--- src/rtl/icl_pkg.sv ---
package icl_pkg;
  localparam int unsigned NWAYS = 2;
  localparam int unsigned WAY_W = 1;
  localparam int unsigned B_EN   = 0;
  localparam int unsigned B_FL   = 1;
  localparam int unsigned B_UL   = 2;
  localparam int unsigned B_AL   = 3;
  localparam int unsigned B_FAIL = 4;
  localparam int unsigned B_GL   = 5;

  typedef struct packed {
    logic glock;
    logic alock;
    logic unlock;
    logic flush;
    logic en;
  } ctl_t;

  typedef enum logic [2:0] {ST_IDLE, ST_PEN, ST_REQ, ST_WAIT, ST_RSP} st_t;
endpackage

--- src/rtl/icl_ctrl_reg.sv ---
module icl_ctrl_reg
  import icl_pkg::*;
#(
  parameter int unsigned LAG = 3
) (
  input  logic       clk,
  input  logic       rst_n,
  input  logic       wr_en,
  input  logic [5:0] wr_data,
  input  logic       fail_set,
  output logic [7:0] rd_data,
  output ctl_t       eff
);
  logic en_q, fl_q, ul_q, al_q, fail_q, gl_q;
  ctl_t sw;
  ctl_t stg [LAG];

  always_ff @(posedge clk or negedge rst_n) begin
    if (!rst_n) begin
      en_q   <= 1'b0;
      fl_q   <= 1'b0;
      ul_q   <= 1'b0;
      al_q   <= 1'b0;
      fail_q <= 1'b0;
      gl_q   <= 1'b0;
    end else begin
      fl_q   <= wr_en & wr_data[B_FL];
      ul_q   <= wr_en & wr_data[B_UL];
      fail_q <= fail_set | (fail_q & ~(wr_en & ~wr_data[B_FAIL]));
      if (wr_en) begin
        en_q <= wr_data[B_EN];
        al_q <= wr_data[B_AL];
        gl_q <= wr_data[B_GL];
      end
    end
  end

  assign rd_data = {2'b00, gl_q, fail_q, al_q, ul_q, fl_q, en_q};
  assign sw = '{glock: gl_q, alock: al_q, unlock: ul_q, flush: fl_q, en: en_q};

  // Settings reach the cache only after LAG register stages.
  always_ff @(posedge clk or negedge rst_n) begin
    if (!rst_n) begin
      for (int i = 0; i < LAG; i++) stg[i] <= '0;
    end else begin
      stg[0] <= sw;
      for (int i = 1; i < LAG; i++) stg[i] <= stg[i-1];
    end
  end

  assign eff = stg[LAG-1];

  // the fail flag only drops through a clearing write
  p_fail_sticky_r11: assert property (@(posedge clk) disable iff (!rst_n)
    fail_q && !(wr_en && !wr_data[B_FAIL]) |=> fail_q);

  // pulse bits read high one cycle only
  p_unlock_pulse_r2: assert property (@(posedge clk) disable iff (!rst_n)
    ul_q && !(wr_en && wr_data[B_UL]) |=> !ul_q);
endmodule

--- src/rtl/icl_victim_sel.sv ---
module icl_victim_sel
  import icl_pkg::*;
(
  input  logic [NWAYS-1:0] vld_i,
  input  logic [NWAYS-1:0] lck_i,
  input  logic [WAY_W-1:0] lru_i,
  input  logic             glock_i,
  output logic             ok_o,
  output logic [WAY_W-1:0] way_o,
  output logic             all_lck_o
);
  logic [NWAYS-1:0] unl;

  assign unl       = ~lck_i;
  assign all_lck_o = &lck_i;

  always_comb begin
    ok_o  = 1'b0;
    way_o = '0;
    // Invalid ways are always fillable, lowest index first.
    for (int w = NWAYS - 1; w >= 0; w--) begin
      if (!vld_i[w]) begin
        ok_o  = 1'b1;
        way_o = WAY_W'(w);
      end
    end
    if (!ok_o && !glock_i) begin
      if (&unl) begin
        ok_o  = 1'b1;
        way_o = lru_i;
      end else begin
        for (int w = NWAYS - 1; w >= 0; w--) begin
          if (unl[w]) begin
            ok_o  = 1'b1;
            way_o = WAY_W'(w);
          end
        end
      end
    end
  end
endmodule

--- src/rtl/icl_tag_store.sv ---
module icl_tag_store
  import icl_pkg::*;
#(
  parameter int unsigned SETS   = 4,
  parameter int unsigned TAG_W  = 28,
  parameter int unsigned DATA_W = 32,
  localparam int unsigned IDX_W = $clog2(SETS)
) (
  input  logic              clk,
  input  logic              rst_n,
  input  logic [IDX_W-1:0]  lk_idx,
  input  logic [TAG_W-1:0]  lk_tag,
  output logic [NWAYS-1:0]  hit_vec,
  output logic [DATA_W-1:0] hit_data,
  input  logic [IDX_W-1:0]  vs_idx,
  output logic [NWAYS-1:0]  set_vld,
  output logic [NWAYS-1:0]  set_lck,
  output logic [WAY_W-1:0]  set_lru,
  input  logic              fill_en,
  input  logic [WAY_W-1:0]  fill_way,
  input  logic [IDX_W-1:0]  fill_idx,
  input  logic [TAG_W-1:0]  fill_tag,
  input  logic [DATA_W-1:0] fill_data,
  input  logic              fill_lock,
  input  logic              use_en,
  input  logic [IDX_W-1:0]  use_idx,
  input  logic [WAY_W-1:0]  use_way,
  input  logic              flush,
  input  logic              unlock
);
  logic [NWAYS-1:0][SETS-1:0] vld_q, lck_q;
  logic [TAG_W-1:0]  tag_q [NWAYS][SETS];
  logic [DATA_W-1:0] dat_q [NWAYS][SETS];
  logic [SETS-1:0]   lru_q;

  for (genvar w = 0; w < NWAYS; w++) begin : g_way
    assign hit_vec[w] = vld_q[w][lk_idx] && (tag_q[w][lk_idx] == lk_tag);
    assign set_vld[w] = vld_q[w][vs_idx];
    assign set_lck[w] = lck_q[w][vs_idx];
  end

  assign hit_data = hit_vec[1] ? dat_q[1][lk_idx] : dat_q[0][lk_idx];
  assign set_lru  = lru_q[vs_idx];

  always_ff @(posedge clk) begin
    if (fill_en) begin
      tag_q[fill_way][fill_idx] <= fill_tag;
      dat_q[fill_way][fill_idx] <= fill_data;
    end
  end

  // Flush and unlock override a fill in the same cycle.
  always_ff @(posedge clk or negedge rst_n) begin
    if (!rst_n) begin
      vld_q <= '0;
      lck_q <= '0;
      lru_q <= '0;
    end else begin
      if (fill_en) begin
        vld_q[fill_way][fill_idx] <= 1'b1;
        if (fill_lock) lck_q[fill_way][fill_idx] <= 1'b1;
      end
      if (use_en) lru_q[use_idx] <= ~use_way;
      if (flush)  vld_q <= '0;
      if (unlock) lck_q <= '0;
    end
  end

  // effective flush empties the cache
  p_flush_empty_r12: assert property (@(posedge clk) disable iff (!rst_n)
    flush |=> (vld_q == '0));

  // effective unlock clears all locks
  p_unlock_all_r12: assert property (@(posedge clk) disable iff (!rst_n)
    unlock |=> (lck_q == '0));
endmodule

--- src/rtl/icache_lock_ctrl.sv ---
module icache_lock_ctrl
  import icl_pkg::*;
#(
  parameter int unsigned ADDR_W = 32,
  parameter int unsigned DATA_W = 32,
  parameter int unsigned SETS   = 4,
  parameter int unsigned LAG    = 3,
  localparam int unsigned IDX_W = $clog2(SETS),
  localparam int unsigned TAG_W = ADDR_W - 2 - IDX_W
) (
  input  logic              clk,
  input  logic              rst_n,
  input  logic              reg_we,
  input  logic [5:0]        reg_wdata,
  output logic [7:0]        reg_rdata,
  input  logic              fetch_valid,
  output logic              fetch_ready,
  input  logic [ADDR_W-1:0] fetch_addr,
  output logic              rsp_valid,
  input  logic              rsp_ready,
  output logic [DATA_W-1:0] rsp_data,
  output logic              rsp_hit,
  output logic              mem_req_valid,
  input  logic              mem_req_ready,
  output logic [ADDR_W-1:0] mem_req_addr,
  input  logic              mem_rsp_valid,
  output logic              mem_rsp_ready,
  input  logic [DATA_W-1:0] mem_rsp_data
);
  st_t               st_q;
  logic [ADDR_W-1:0] addr_q;
  logic [DATA_W-1:0] data_q;
  logic              hit_q;
  logic              c_en, c_al, c_gl;
  ctl_t              eff;

  logic [IDX_W-1:0]  lk_idx, q_idx;
  logic [TAG_W-1:0]  lk_tag, q_tag;
  logic [NWAYS-1:0]  hit_vec, set_vld, set_lck;
  logic [DATA_W-1:0] hit_data;
  logic [WAY_W-1:0]  set_lru, vic_way, use_way;
  logic              vic_ok, vic_all_lck;
  logic              accept, hit_any, fill_evt, fill_en, fill_lock, fail_set, use_en;
  logic [IDX_W-1:0]  use_idx;

  assign lk_idx = fetch_addr[2 +: IDX_W];
  assign lk_tag = fetch_addr[ADDR_W-1 -: TAG_W];
  assign q_idx  = addr_q[2 +: IDX_W];
  assign q_tag  = addr_q[ADDR_W-1 -: TAG_W];

  assign accept    = fetch_valid && (st_q == ST_IDLE);
  assign hit_any   = eff.en && (|hit_vec);
  assign fill_evt  = (st_q == ST_WAIT) && mem_rsp_valid;
  assign fill_en   = fill_evt && c_en && vic_ok;
  assign fill_lock = c_al && !set_lck[vic_way];
  assign fail_set  = fill_evt && c_en && c_al && vic_all_lck;
  assign use_en    = (accept && hit_any) || fill_en;
  assign use_idx   = accept ? lk_idx : q_idx;
  assign use_way   = accept ? WAY_W'(hit_vec[1]) : vic_way;

  icl_ctrl_reg #(.LAG(LAG)) u_ctrl (
    .clk      (clk),
    .rst_n    (rst_n),
    .wr_en    (reg_we),
    .wr_data  (reg_wdata),
    .fail_set (fail_set),
    .rd_data  (reg_rdata),
    .eff      (eff)
  );

  icl_tag_store #(.SETS(SETS), .TAG_W(TAG_W), .DATA_W(DATA_W)) u_store (
    .clk       (clk),
    .rst_n     (rst_n),
    .lk_idx    (lk_idx),
    .lk_tag    (lk_tag),
    .hit_vec   (hit_vec),
    .hit_data  (hit_data),
    .vs_idx    (q_idx),
    .set_vld   (set_vld),
    .set_lck   (set_lck),
    .set_lru   (set_lru),
    .fill_en   (fill_en),
    .fill_way  (vic_way),
    .fill_idx  (q_idx),
    .fill_tag  (q_tag),
    .fill_data (mem_rsp_data),
    .fill_lock (fill_lock),
    .use_en    (use_en),
    .use_idx   (use_idx),
    .use_way   (use_way),
    .flush     (eff.flush),
    .unlock    (eff.unlock)
  );

  icl_victim_sel u_vic (
    .vld_i     (set_vld),
    .lck_i     (set_lck),
    .lru_i     (set_lru),
    .glock_i   (c_gl),
    .ok_o      (vic_ok),
    .way_o     (vic_way),
    .all_lck_o (vic_all_lck)
  );

  always_ff @(posedge clk or negedge rst_n) begin
    if (!rst_n) begin
      st_q   <= ST_IDLE;
      addr_q <= '0;
      data_q <= '0;
      hit_q  <= 1'b0;
      c_en   <= 1'b0;
      c_al   <= 1'b0;
      c_gl   <= 1'b0;
    end else begin
      unique case (st_q)
        ST_IDLE: if (accept) begin
          addr_q <= fetch_addr;
          c_en   <= eff.en;
          c_al   <= eff.alock;
          c_gl   <= eff.glock;
          if (hit_any) begin
            data_q <= hit_data;
            hit_q  <= 1'b1;
            st_q   <= ST_RSP;
          end else begin
            st_q   <= ST_PEN;
          end
        end
        ST_PEN:  st_q <= ST_REQ;
        ST_REQ:  if (mem_req_ready) st_q <= ST_WAIT;
        ST_WAIT: if (mem_rsp_valid) begin
          data_q <= mem_rsp_data;
          hit_q  <= 1'b0;
          st_q   <= ST_RSP;
        end
        ST_RSP:  if (rsp_ready) st_q <= ST_IDLE;
        default: st_q <= ST_IDLE;
      endcase
    end
  end

  assign fetch_ready   = (st_q == ST_IDLE);
  assign mem_req_valid = (st_q == ST_REQ);
  assign mem_req_addr  = addr_q;
  assign mem_rsp_ready = (st_q == ST_WAIT);
  assign rsp_valid     = (st_q == ST_RSP);
  assign rsp_data      = data_q;
  assign rsp_hit       = hit_q;

  // one idle cycle between a missing accept and the request
  p_one_penalty_r6: assert property (@(posedge clk) disable iff (!rst_n)
    accept && !hit_any |=> !mem_req_valid ##1 mem_req_valid);

  // response held under back-pressure
  p_rsp_hold_r13: assert property (@(posedge clk) disable iff (!rst_n)
    rsp_valid && !rsp_ready |=> rsp_valid && $stable(rsp_data) && $stable(rsp_hit) && !fetch_ready);

  // under global lock no valid way is chosen
  p_glock_no_evict_r8: assert property (@(posedge clk) disable iff (!rst_n)
    fill_en && c_gl |-> !set_vld[vic_way]);

  // a valid locked line is never the victim
  p_locked_kept_r9: assert property (@(posedge clk) disable iff (!rst_n)
    fill_en |-> !(set_vld[vic_way] && set_lck[vic_way]));
endmodule

--- config.mk ---
export PLATFORM = sky130hd
export DESIGN_NAME = icache_lock_ctrl
export DESIGN_NICKNAME = d
export VERILOG_FILES = /design/src/rtl/icl_pkg.sv /design/src/rtl/icl_ctrl_reg.sv /design/src/rtl/icl_victim_sel.sv /design/src/rtl/icl_tag_store.sv /design/src/rtl/icache_lock_ctrl.sv
export SDC_FILE = /design/constraint.sdc
export NUM_CORES = 1
export LEC_CHECK = 0
export BUFFER_PORTS_ARGS = -buffer_cell sky130_fd_sc_hd__buf_4
export CORE_AREA = 2 2 220 222
export DETAILED_ROUTE_END_ITERATION = 10
export DIE_AREA = 0 0 222 224
export PLACE_DENSITY = 0.67
export SLEW_MARGIN = 15
export SYNTH_ARGS = -nofsm -noshare
export SYNTH_HDL_FRONTEND = slang
export SYNTH_HIERARCHICAL = 1
export SYNTH_SLANG_ARGS = --single-unit
export TNS_END_PERCENT = 30
--- constraint.sdc ---
create_clock -name clk -period 7.5 [get_ports clk]
set_input_delay 0.75 -clock clk [delete_from_list [all_inputs] [get_ports clk]]
set_output_delay 0.75 -clock clk [all_outputs]
set_load 0.005 [all_outputs]
=== Yosys cells after proc, flatten, opt, wreduce, memory -nomap -nowiden ===
Memory sizes are Yosys's and may differ from the RTL's.
Cells that the tools add are included.

* Magnitude comparators: 10
* Eq/ne operators: 11
* Multiplexer cells: 75
* Bitwise logic cells: 13
* Reduce and logical (&&, ||, !) cells: 32

{| class="wikitable"
|+ Operators by type and width
! cell !! number
|-
| $mux 32 || 9
|-
| $mux 28 || 5
|-
| $bmux 32 s2 || 2
|-
| $mux 128 || 1
|-
| $bmux 28 s2 || 2
|-
| $mux 112 || 1
|-
| $demux 32 s2 || 1
|-
| $pmux 32 s2 || 1
|-
| $demux 28 s2 || 1
|-
| $eq 28x28->1 || 2
|-
| $mux 8 || 5
|-
| $mux 1 || 27
|-
| $logic_and 1x1->1 || 16
|-
| $or 8x8->8 || 2
|-
| $mux 3 || 5
|-
| $pmux 3 s5 || 1
|-
| $bmux 1 s2 || 7
|-
| $lt 2x3->1 const B || 3
|-
| $ne 2x1->1 const B || 4
|-
| $reduce_and 2->1 || 4
|-
| $reduce_and 4->1 || 2
|-
| $reduce_bool 2->1 || 4
|-
| $eq 3x2->1 const B || 2
|-
| $ge 3x3->1 const B || 2
|-
| 22 further kinds || 32
|}

* Register bits: 112
* RAM bits: 480
* Input port bits: 77
* Output and inout bits: 77
* Memories: 2

{| class="wikitable"
|+ Memories
! memory !! depth !! bits a word !! read ports !! clocked after Yosys merged registers in !! write ports !! RTL line !! text
|-
| u_store.dat_q || 2 || 128 || 2 || 0 || 1 || icl_tag_store.sv:33 || <nowiki>logic [DATA_W-1:0] dat_q [NWAYS][SETS];</nowiki>
|-
| u_store.tag_q || 2 || 112 || 2 || 0 || 1 || icl_tag_store.sv:32 || <nowiki>logic [TAG_W-1:0] tag_q [NWAYS][SETS];</nowiki>
|}

=== Longest topological paths before layout ===
* Depth in word-level cells: 16
* Mapped depth: 17
* Gate-level depth less buffers: 13

=== Cells and area by module ===
Netlist, hierarchy kept.

{| class="wikitable"
|+ By module, submodules not included
! module !! times used !! cells an instance !! area each (um^2)
|-
| icl_tag_store || 1 || 895 || 19,606.3
|-
| icache_lock_ctrl || 1 || 289 || 3,206.8
|-
| icl_ctrl_reg || 1 || 42 || 689.4
|-
| icl_victim_sel || 1 || 5 || 37.5
|}

=== Worst setup path before layout ===
Ideal clock, no wire load.

* Path kind: register to register
* From: register addr_q[3], in the netlist mem_req_addr[3]
* To: memory u_store/dat_q[1][100] (netlist bit) (enable)
* Arrival: 5,955 ps
* Path slack: 991 ps
* Stages on the path, launching flop included: 8
* Clock period less this slack: 6,509 ps
* Cell sequence: dfrtp_1 clkbuf_1 mux4_2 and2_4 o211ai_2 and3_1 nand2_1 nor3_1

* Elaborated cells between the ends (all ways): 34
* Those cells by class: order compare: 2; mux: 25; bitwise: 2; reduce/logical: 5

{| class="wikitable"
|+ RTL lines
! what !! RTL line !! text
|-
| from (decl) || icache_lock_ctrl.sv:31 || <nowiki>logic [ADDR_W-1:0] addr_q;</nowiki>
|-
| from (signal assigned) || icache_lock_ctrl.sv:117 || <nowiki>addr_q <= fetch_addr;</nowiki>
|-
| $bmux 1 s2 * || icl_tag_store.sv:39 || <nowiki>assign set_lck[w] = lck_q[w][vs_idx];</nowiki>
|-
| $mux 1 (implied by the code) * || icl_tag_store.sv:39 ||
|-
| named net set_lck[0] || icache_lock_ctrl.sv:39 || <nowiki>logic [NWAYS-1:0] hit_vec, set_vld, set_lck;</nowiki>
|-
| $not 2->2 * || icl_victim_sel.sv:14 || <nowiki>assign unl = ~lck_i;</nowiki>
|-
| $mux 1 or $reduce_and 2->1 (tied branches) || icl_victim_sel.sv:33, icl_victim_sel.sv:28 ||
|-
| $mux 1 * || icl_victim_sel.sv:28 || <nowiki>if (&unl) begin</nowiki>
|-
| $mux 1 * || icl_victim_sel.sv:27 || <nowiki>if (!ok_o && !glock_i) begin</nowiki>
|-
| named net vic_ok || icache_lock_ctrl.sv:42 || <nowiki>logic vic_ok, vic_all_lck;</nowiki>
|-
| $logic_and 1x1->1 * || icache_lock_ctrl.sv:54 || <nowiki>assign fill_en = fill_evt && c_en && vic_ok;</nowiki>
|-
| named net fill_en || icache_lock_ctrl.sv:43 || <nowiki>logic accept, hit_any, fill_evt, fill_en, fill_lock, fail_set, use_en;</nowiki>
|-
| $mux 1 * || icl_tag_store.sv:46 || <nowiki>if (fill_en) begin</nowiki>
|-
| $mux 128 (implied by the code) * || icl_tag_store.sv:48 || <nowiki>dat_q[fill_way][fill_idx] <= fill_data;</nowiki>
|-
| to (decl) || icl_tag_store.sv:33 ||
|}

Mark *: on every way through the listed nets, which the timed path passes. The rest lies on a longest branch. The select of a mux whose other input is x is not followed.

=== Worst setup path in the final report ===
* From: input fetch_addr[3]
* To: register data_q[12], in the netlist rsp_data[12]

* Longest elaborated chain between the ends: 10
* Elaborated cells between the ends (all ways): 29
* Those cells by class: eq/ne: 3; mux: 20; bitwise: 1; reduce/logical: 5

{| class="wikitable"
|+ RTL lines
! what !! RTL line !! text
|-
| from (decl) || icache_lock_ctrl.sv:18 || <nowiki>input logic [ADDR_W-1:0] fetch_addr,</nowiki>
|-
| $not 2->3 (implied by the code) || icl_tag_store.sv:37 || <nowiki>assign hit_vec[w] = vld_q[w][lk_idx] && (tag_q[w][lk_idx] == lk_tag);</nowiki>
|-
| $bmux 28 s2 || icl_tag_store.sv:37 ||
|-
| $mux 28 (implied by the code) (2 in series) || icl_tag_store.sv:37 ||
|-
| $eq 28x28->1 || icl_tag_store.sv:37 ||
|-
| $logic_and 1x1->1 * || icl_tag_store.sv:37 ||
|-
| named net hit_vec[1] || icache_lock_ctrl.sv:39 ||
|-
| $mux 32 or $reduce_or 2->1 (tied branches) || icl_tag_store.sv:42, icache_lock_ctrl.sv:52 ||
|-
| $mux 32 or $logic_and 1x1->1 (tied branches) || icache_lock_ctrl.sv:121, icache_lock_ctrl.sv:52 ||
|-
| $mux 32 or $ne 2x1->1 (tied branches) || -- ||
|-
| $pmux 32 s2 or $reduce_and 4->1 (tied branches) || -- ||
|-
| to (signal assigned) || icache_lock_ctrl.sv:122 || <nowiki>data_q <= hit_data;</nowiki>
|-
| to (signal assigned) || icache_lock_ctrl.sv:132 || <nowiki>data_q <= mem_rsp_data;</nowiki>
|-
| to (decl) || icache_lock_ctrl.sv:32 || <nowiki>logic [DATA_W-1:0] data_q;</nowiki>
|}

Marks and branches as above.
A chain may end at the register's enable or synchronous reset.

==> summary.md <==
| Metric | Value |
|---|---|
| Top post-synthesis cells by area | `edfxtp_1, dfrtp_1, mux4_2` |
| Most used DFF post-synth | `edfxtp_1` |
| Core Rows | `80` |
| Tmin final | `4868 ps` |
| Peak VDD IR | `0.0001997 V` |
| CP cell instances | `buf_6 -> mux2_2 -> a222oi_1 -> a21oi_1 -> nor4_2 -> o2111ai_1 -> nor4_1 -> o21ai_0 -> o21ai_4 -> buf_4 -> mux2_2` |
| Share of cells above drive strength 1 | `34.09%` |
| Top cell type's share of synthesized area | `61.23%` |
| IO Count | `154` |
| PD cells | `303.9 mW/mm²` |
| CTS Buf Count | `60` |
| Reg2Reg Depth | `10` |
| Total grt overflow | `0` |
| Status | `completed` |
| Buffers added on ports | `151` |
| Antenna violations before repair | `0` |
| Avg WL per Cell | `23.85 µm` |
| Multi-input gate area | `0.005936 mm²` |
| Yosys cell types | `57` |
| Hold_buf cts | `0` |
| Worst R2R Setup Slack | `3120 ps` |
| TritonCTS clock tree | `done` |
| Most frequent cells in the layout | `edfxtp_1, buf_4, nand2_1` |
| Via density | `5.697` |
| Max_cap viols | `0` |
| Maximum clock rate | `0.2054 GHz` |
| GP Congestion | `0.7725` |
| Final setup fails | `0` |
| CP Data Arrival Time | `5370 ps` |
| Drc violations | `0` |
| Final Cycle Share | `64.91%` |
| Post-CTS setup buffers | `0` |
| Die Ht | `224 µm` |
| Mapped Cells | `1,231` |
| Fillers | `3,541` |
| First DRT Iteration DRCs | `890` |
| H-Tree Depth | `2` |
| RR Endpoint | `rsp_data[12]` |
| Vias post-DR | `11,760` |
| Area growth from synthesis to layout | `15.55%` |
| Leakage | `9.735 nW` |
| Yosys Warn Count | `6` |
| CTS resizes | `0` |
| Vias in the first global route | `12,450` |
| RSZ-0062 raised after global routing | `no` |
| Die span in x | `222 µm` |
| Hold/Removal Path Class | `in -> async` |
| Clock Latency Late Sink | `610 ps` |
| Antenna Cells | `0` |
| Die area | `0.04973 mm²` |
| CP max-delay cell | `o21ai_4` |
| Critical path type | `in -> reg` |
| Setup TNS | `0 ps` |
| Nets | `1,475` |
| Crit start category | `primary input` |
| Syn_area_per_cell | `19.12 µm²` |
| EDFF count, synth | `480` |
| Drt pass-1 iters | `5` |
| Fin. max-slew vios | `0` |
| Top cell by count, worst path | `mux2_2` |
| Core ar. | `0.04735 mm²` |
| R2r startpoint | `u_store/tag_q[1][5]` |
| Crit. End Element | `register` |
| Required time of the worst setup path | `8000 ps` |
| Starting Density | `49.72%` |
| Seq/Total Area, Yosys | `73.14%` |
| Placed Cells | `1,951` |
| Fin cells | `2,064` |
| Gr usage total | `20.26%` |
| CP Max Fanout | `90` |
| Area leader, netlist | `edfxtp_1` |
| Rel. slew slack | `24.35%` |
| Routed WL | `49.23 mm` |
| CTS root buf | `clkbuf_16` |
| Storage element area | `0.01722 mm²` |
| Yosys reg bits | `592` |
| Synth Cell Area | `0.02354 mm²` |
| Largest stage delay on the critical path | `910 ps` |
| Worst-Margin Slew | `1132 ps` |
| DP Wirelength | `28.44 mm` |
| Most common cell after layout, fill and taps aside | `edfxtp_1` |
| Clock Tree Buf Depth | `3` |
| Share of synthesized registers carrying an async set or reset | `18.92%` |
| Clock-pin slew on the worst setup and hold paths | `60 ps` |
| CTS Sinks | `592` |
| Largest net degree at the start of global routing | `91` |
| First-pass GRT wire length | `75.52 mm` |
| Final Skew | `18.06 ps` |
| Endpoints failing hold | `0` |
| Post-route ant nets | `0` |
-- worst max-delay path by stage --
stage | startpoint | slack (ps) | to
floorplan | mem_req_addr[3] | 990 | u_store/dat_q[1][100]
global placement | fetch_addr[2] | 2070 | rsp_data[12]
detailed placement | fetch_addr[3] | 2030 | rsp_data[12]
CTS | fetch_addr[3] | 2690 | rsp_data[12]
global route | fetch_addr[3] | 2440 | rsp_data[10]
finish | fetch_addr[3] | 2630 | rsp_data[12]
-- cells by family (layout without fill, tap and decap cells) --
kind of cell    count (synthesis)  count (layout)  share of synthesized area, %
other cells                     1               2                       0.01593
buf+inv                        79             296                         1.935
compound gates                 52              52                         1.536
simple gates                  216             216                         4.183
mux                           244             244                         17.44
flops                         592             592                         73.14
xor+xnor                       47              47                         1.749
-- synthesized netlist by cell type (3+ instances only) --
| cell | n |
|---|---|
| mux4_1 | 3 |
| nand2_1 | 124 |
| buf_6 | 8 |
| nand3b_1 | 3 |
| nand4_1 | 6 |
| o21ai_0 | 10 |
| buf_2 | 19 |
| mux2_4 | 20 |
| mux4_2 | 113 |
| o221ai_1 | 3 |
| xor2_1 | 19 |
| buf_1 | 3 |
| nand2b_1 | 5 |
| a21oi_1 | 12 |
| a221oi_1 | 3 |
| nand3_1 | 5 |
| nor2_1 | 39 |
| xnor2_1 | 28 |
| nor4_1 | 6 |
| buf_4 | 20 |
| o211ai_1 | 3 |
| nor2b_1 | 3 |
| clkbuf_1 | 17 |
| dfrtp_1 | 112 |
| edfxtp_1 | 480 |
| inv_1 | 12 |
| nor3_1 | 8 |
| mux2_2 | 81 |
| mux2i_1 | 27 |
| o2111ai_1 | 3 |
-- worst max-delay path, delay by kind of cell --
kind                   cells  cell delay [ps]
buffers and inverters      2             1010
multiplexers               2              770
AND/OR/NAND/NOR            2              700
AO/OA/AOI/OAI              5             2020
-- power breakdown --
| group | switching (W) | internal [W] |
|---|---|---|
| clock network | 0.00121 | 0.00165 |
| registers | 0.000318 | 0.00397 |
| logic | 0.000530 | 0.000595 |
| total | 0.00205 | 0.00621 |
-- sequential cells by signal, summed over array words and instances, names as in the netlist, 3 cells and up --
name,cells
u_store/tag_q,224
u_store/lck_q,8
u_store/vld_q,8
u_ctrl/stg,10
mem_req_addr,32
u_ctrl/eff,5
st_q,3
u_store/dat_q,256
rsp_data,32
u_store/lru_q,4
-- metal layers --
layer  routed length [µm]  vias up  global-route usage (%)
met5                    0        -                       0
met4                  991        0                   6.125
met3                 3039       60                   3.856
met2                24650      366                   34.44
met1                20540     6174                   26.78
li1                     -     5158                       -
-- per-stage QoR --
stage / instance area [µm²] / hold slack [ps] / util [%] / setup slack (ps) / power (W)
floorplan: 23540 / 331.2 / - / 991.5 / 0.004875
global placement: 25240 / 339.1 / 53.32 / 2067 / 0.005458
detailed placement: 25300 / 334.7 / 53.43 / 2029 / 0.005506
CTS: 27200 / 142.0 / 57.45 / 2685 / 0.008365
global route: 27200 / 185.1 / 57.45 / 2436 / 0.008615
finish: 27200 / 158.6 / 57.45 / 2632 / 0.008265
-- cell type report --
type,instances,area share (%)
clock inverter,28,0.7176
timing repair buffer,171,4.894
multi-input combinational,561,21.82
clock buffer,85,6.274
inverter,12,0.1656
sequential,592,63.30
tap,615,2.829
Power figures use the tool's default switching activity.
